## src/rtl/fracn_pkg.sv

```systemverilog
package fracn_pkg;
  // strobes from the count control to the modulator datapath
  typedef struct packed {
    logic advance;   // division boundary: step the modulator, latch next modulus
    logic clrUpper;  // boundary in first-order mode: clear the second stage
    logic useUpper;  // second-order mode selected
  } ctlStrobe_t;
endpackage

```

## src/rtl/fracn_accum.sv

```systemverilog
module fracn_accum #(
  parameter int W = 16
) (
  input  logic         clk,
  input  logic         rstN,
  input  logic         advance,
  input  logic         clear,
  input  logic [W-1:0] addend,
  output logic [W-1:0] sumWrap,
  output logic         carry
);
  logic [W-1:0] acc;
  logic [W:0]   fullSum;

  assign fullSum = {1'b0, acc} + {1'b0, addend};
  assign sumWrap = fullSum[W-1:0];
  assign carry   = fullSum[W];

  always_ff @(posedge clk or negedge rstN) begin
    if (!rstN)        acc <= '0;
    else if (clear)   acc <= '0;
    else if (advance) acc <= sumWrap;
  end
endmodule

```

## src/rtl/fracn_ctrl.sv

```systemverilog
module fracn_ctrl
  import fracn_pkg::*;
#(
  parameter int CW = 9
) (
  input  logic          clk,
  input  logic          rstN,
  input  logic          orderSel,
  input  logic [CW-1:0] nextMod,
  output ctlStrobe_t    strobe,
  output logic          fbPulse
);
  logic [CW-1:0] remain;   // cycles left in the current division after this one
  logic          running;
  logic          atEnd;

  assign atEnd = (remain == '0);

  always_ff @(posedge clk or negedge rstN) begin
    if (!rstN) begin
      remain  <= '0;
      running <= 1'b0;
    end else if (atEnd) begin
      remain  <= nextMod - CW'(1);
      running <= 1'b1;
    end else begin
      remain  <= remain - CW'(1);
    end
  end

  always_comb begin
    strobe.advance  = atEnd;
    strobe.clrUpper = atEnd && !orderSel;
    strobe.useUpper = orderSel;
  end

  assign fbPulse = running && atEnd;
endmodule

```

## src/rtl/fracn_dp.sv

```systemverilog
module fracn_dp
  import fracn_pkg::*;
#(
  parameter int IW = 8,
  parameter int FW = 16,
  parameter int NSTAGE = 2
) (
  input  logic            clk,
  input  logic            rstN,
  input  ctlStrobe_t      strobe,
  input  logic [IW-1:0]   intDiv,
  input  logic [FW-1:0]   fracWord,
  output logic [IW:0]     nextMod,
  output logic [IW:0]     divValue
);
  localparam int CW = IW + 1;

  logic [FW-1:0] stageIn  [NSTAGE];
  logic [FW-1:0] stageSum [NSTAGE];
  logic          stageCy  [NSTAGE];
  logic          c2Prev;
  logic [2:0]    stepVal;

  generate
    for (genvar k = 0; k < NSTAGE; k++) begin : g_stage
      if (k == 0) begin : g_first
        assign stageIn[k] = fracWord;
        fracn_accum #(.W(FW)) uAcc (
          .clk(clk), .rstN(rstN), .advance(strobe.advance), .clear(1'b0),
          .addend(stageIn[k]), .sumWrap(stageSum[k]), .carry(stageCy[k]));
      end else begin : g_upper
        assign stageIn[k] = stageSum[k-1];
        fracn_accum #(.W(FW)) uAcc (
          .clk(clk), .rstN(rstN), .advance(strobe.advance), .clear(strobe.clrUpper),
          .addend(stageIn[k]), .sumWrap(stageSum[k]), .carry(stageCy[k]));
      end
    end
  endgenerate

  // noise-cancel: difference the second-stage carry against its last value
  always_comb begin
    if (strobe.useUpper)
      stepVal = {2'b00, stageCy[0]} + {2'b00, stageCy[1]} - {2'b00, c2Prev};
    else
      stepVal = {2'b00, stageCy[0]};
  end

  assign nextMod = {1'b0, intDiv} + {{(CW-3){stepVal[2]}}, stepVal};

  always_ff @(posedge clk or negedge rstN) begin
    if (!rstN) begin
      c2Prev   <= 1'b0;
      divValue <= '0;
    end else if (strobe.advance) begin
      c2Prev   <= strobe.clrUpper ? 1'b0 : stageCy[1];
      divValue <= nextMod;
    end
  end
endmodule

```

## src/rtl/fracn_modctl.sv

```systemverilog
module fracn_modctl
  import fracn_pkg::*;
#(
  parameter int IW = 8,
  parameter int FW = 16
) (
  input  logic          clk,
  input  logic          rstN,
  input  logic [IW-1:0] intDiv,
  input  logic [FW-1:0] fracWord,
  input  logic          orderSel,
  output logic [IW:0]   divValue,
  output logic          fbPulse
);
  localparam int CW = IW + 1;

  ctlStrobe_t    strobe;
  logic [CW-1:0] nextMod;

  fracn_ctrl #(.CW(CW)) uCtrl (
    .clk(clk), .rstN(rstN), .orderSel(orderSel), .nextMod(nextMod),
    .strobe(strobe), .fbPulse(fbPulse));

  fracn_dp #(.IW(IW), .FW(FW), .NSTAGE(2)) uDp (
    .clk(clk), .rstN(rstN), .strobe(strobe), .intDiv(intDiv),
    .fracWord(fracWord), .nextMod(nextMod), .divValue(divValue));
endmodule

```

## config.mk

```make
export PLATFORM = sky130hd
export DESIGN_NAME = fracn_modctl
export DESIGN_NICKNAME = d
export VERILOG_FILES = /design/src/rtl/fracn_pkg.sv /design/src/rtl/fracn_accum.sv /design/src/rtl/fracn_ctrl.sv /design/src/rtl/fracn_dp.sv /design/src/rtl/fracn_modctl.sv
export SDC_FILE = /design/constraint.sdc
export NUM_CORES = 1
export LEC_CHECK = 0
export ABC_CLOCK_PERIOD_IN_PS = 5150
export BUFFER_PORTS_ARGS = -buffer_cell sky130_fd_sc_hd__buf_4
export CORE_MARGIN = 2
export CORE_UTILIZATION = 54
export DETAILED_ROUTE_END_ITERATION = 10
export PLACE_DENSITY = 0.77
export SETUP_SLACK_MARGIN = 0.05
export SYNTH_ARGS = -nofsm -noshare
export SYNTH_HDL_FRONTEND = slang
export SYNTH_SLANG_ARGS = --single-unit
export TNS_END_PERCENT = 30
```

## constraint.sdc

```tcl
create_clock -name clk -period 5.15 [get_ports clk]
set_input_delay 1.03 -clock clk [delete_from_list [all_inputs] [get_ports clk]]
set_output_delay 1.03 -clock clk [all_outputs]
set_load 0.01 [all_outputs]
```

==> flow_summary.toml <==
[clock_network]
cts_tree = "done"
hold_buffers = 0
h-tree-depth = 2
numCtsBuffers = 5
clock_sinks = 52
cts_root_buf = "clkbuf_8"
clkTransAtPathRegs_ns = 0.10
insertion_delay_ns = 0.32
cts.path.max_buffers = 2

[floorplanning]
std_cell_rows = 30
die_w_um = 88.8
fp.dieArea_sq_mm = 0.00788
die_height_um = 88.8
core_area_sq_mm = 0.00687
initial_utilization = 0.565
ios = 37

[setup_path]
worstPathArrival_ns = 6.30
crit_slowest_cell = "fa_2"
worstSetupEndpointType = "register"
critPathLaunch = "fracWord[0]"
crit_type = "in -> reg"
slowest_delay_ns = 0.37
critPathLaunchType = "input pin"
cp.required_ns = 5.39
reg2reg_from = "uDp.g_stage[0].g_first.uAcc.acc[0]"
critPathMaxFanout = 3

[cells_and_area]
final_cell_area_sq_mm = 0.00554
area_delta_synth_final_pct = 42.9
layout-drive-gt1-share = 0.397
nets = 653
diodes = 0

[status]
violations = "setup timing"
status = "complete, but fails checks"

[power]
p_per_area_mw_per_mm2 = 833
ir_worst_vdd_mv = 0.597
p_leak_nw = 2.69

[timing]
holdWs_ns = 0.478
fin_crit_ns = 6.06
rsz0062_at_grt = "yes"
relSlewSlack = 0.547
fmax_mhz = 165
layout_setup_ws_ns = -0.907
worstMarginPinSlew_ns = 0.680
tns_ns = -8.34
post-route-period-util = 1.18
hold_viol_final = 0
skew_ns = 0.0151
setup_violations = 16
finalMaxSlewViolations = 0

[logic_synthesis]
synth_flop_cell = "dfrtp_1"
yosys_warnings = 0
yosysSeqAreaShare = 0.335
syn_area_sq_mm = 0.00388
ys_async_sr_fraction = 1.00
syn-num-nets = 508
synth.avg_cell_area_sq_um = 8.94
ys_types = 51
synth_edf_count = 0
ys_ff_latch = 52
synthCells = 434

[routing]
dr.pass1.iters = 5
vias = 3899
detail-route-antenna-nets = 0
vias_per_cell = 5.77
drt-total-wl_mm = 11.6
drc = 0
wl_per_cell_um = 17.2
drtIter0Drc = 260

[place]
io_buffers = 36
dp_slack_ns = -1.38
routabilityCongestion = 0.892
dp_hpwl_mm = 7.40
postPlaceCellArea_sq_mm = 0.00498

[global_route]
grt_max_degree = 53
grt_pass1_wl_mm = 17.8
antenna_found_initial = 0
grt_pass1_vias = 4046
grt_usage = 0.292
grt_overflow_total = 0

[run]
maxCapViolations = 0

[min_path]
worstHoldStart = "uCtrl.running"
hold_class = "reg -> reg"
area by class of cell:
cell class | count | area, sq um
multi-input combinational | 349 | 2790
clock inverter | 3 | 46.3
fill | 411 | 1330
inverter | 22 | 82.6
timing repair buffer | 149 | 1140
tap | 96 | 120
sequential | 52 | 1300
clock buffer | 5 | 68.8
metrics by stage:
stage | utilization | total power [W] | std cells
after floorplan | - | 0.00239 | 434
after global placement | 0.725 | 0.00345 | 649
after detailed placement | 0.725 | 0.00358 | 649
after CTS | 0.775 | 0.00415 | 670
after global routing | 0.807 | 0.00494 | 676
final | 0.807 | 0.00462 | 676
critical path, delay by kind of cell:
family	cells	cell delay [ns]
AO/OA/AOI/OAI	9	1.32
adder cells (fa/ha/maj)	7	1.88
AND/OR/NAND/NOR	6	1.07
buffers and inverters	6	0.58
XOR/XNOR	3	0.43
synthesized netlist by cell type, types with 2 or more instances:
cell | number | area share
a2111oi_2 | 2 | 0.0077
a211oi_1 | 3 | 0.0058
a21o_1 | 15 | 0.029
a21oi_1 | 26 | 0.034
a21oi_2 | 2 | 0.0045
and2_1 | 3 | 0.0048
and3_1 | 2 | 0.0032
buf_2 | 4 | 0.0052
clkbuf_1 | 7 | 0.0068
dfrtp_1 | 52 | 0.34
fa_1 | 3 | 0.015
ha_1 | 44 | 0.14
inv_1 | 22 | 0.021
mux2_2 | 8 | 0.023
nand2_1 | 77 | 0.074
nand2b_1 | 5 | 0.0081
nand3_1 | 10 | 0.013
nand3b_1 | 2 | 0.0039
nand4_1 | 6 | 0.0097
nor2_1 | 15 | 0.015
nor2b_1 | 7 | 0.011
nor3_1 | 4 | 0.0052
o211ai_1 | 6 | 0.012
o21a_1 | 8 | 0.015
o21ai_0 | 32 | 0.041
o21ai_1 | 2 | 0.0026
o21bai_1 | 2 | 0.0039
o221ai_1 | 2 | 0.0045
o31ai_1 | 4 | 0.0077
or3_1 | 2 | 0.0032
xnor2_1 | 29 | 0.065
xor2_1 | 9 | 0.020
sequential cells by signal (all words and copies together), names as in the netlist:
name                          count
uCtrl.remain                      9
uDp.c2Prev                        1
uCtrl.running                     1
uDp.g_stage.g_upper.uAcc.acc     16
uDp.g_stage.g_first.uAcc.acc     16
uDp.divValue                      9
placed cells by master, fill, tap and decap left out, types with 7 or more instances in the layout:
master and count:
a21oi_2 14, dfrtp_1 52, nand2_1 76, nand3_1 9, ha_1 35, mux2_2 8
ha_4 7, xnor2_1 21, a21oi_1 13, nor2_1 12, xnor2_2 8, a21o_1 15
buf_4 144, o21a_1 8, xor2_1 8, o21ai_0 25, inv_1 19
layer usage:
metal,up-vias,share of wire,track usage
li1,1828,-,-
met1,1898,0.39,0.336
met2,134,0.53,0.535
met3,39,0.045,0.0513
met4,0,0.032,0.113
met5,-,0,0
repair_timing:
action | CTS | global route
endpoints found under the setup margin | 16 | 16
pin swaps | 38 | 18
setup buffers | 13 | 6
gates resized for setup | 30 | 27
power breakdown:
part	switching [W]	internal (W)
Sequential	0.000124	0.000557
Combinational	0.00173	0.00191
Clock	0.000153	0.000147
kinds of logic (layout without fill, tap and decap cells):
logic type	count (synthesis)	in the layout	synth area share
and+or+nand+nor	138	138	0.163
AOI/OAI and AO/OA	118	118	0.202
DFF	52	52	0.335
adders and majority gates	47	47	0.157
xor gates and xnor gates	38	38	0.0858
buffers and inverters	33	179	0.0332
muxes	8	8	0.0232
final timing paths:
| kind | depth (start not counted) | endpoint | slack, ns |
|---|---|---|---|
| worst max-delay path | 31 | uCtrl.remain[6] | -0.91 |
| worst min-delay path | 1 | uCtrl.running | 0.48 |
| worst max register to register | 30 | uCtrl.remain[6] | -0.54 |
| worst min register to register | 1 | uCtrl.running | 0.48 |
| max in group asynchronous | 1 | uDp.g_stage[1].g_upper.uAcc.acc[13] | 3.95 |
| min in group asynchronous | 1 | uCtrl.remain[2] | 0.74 |
(Power assumes the default switching activity.)
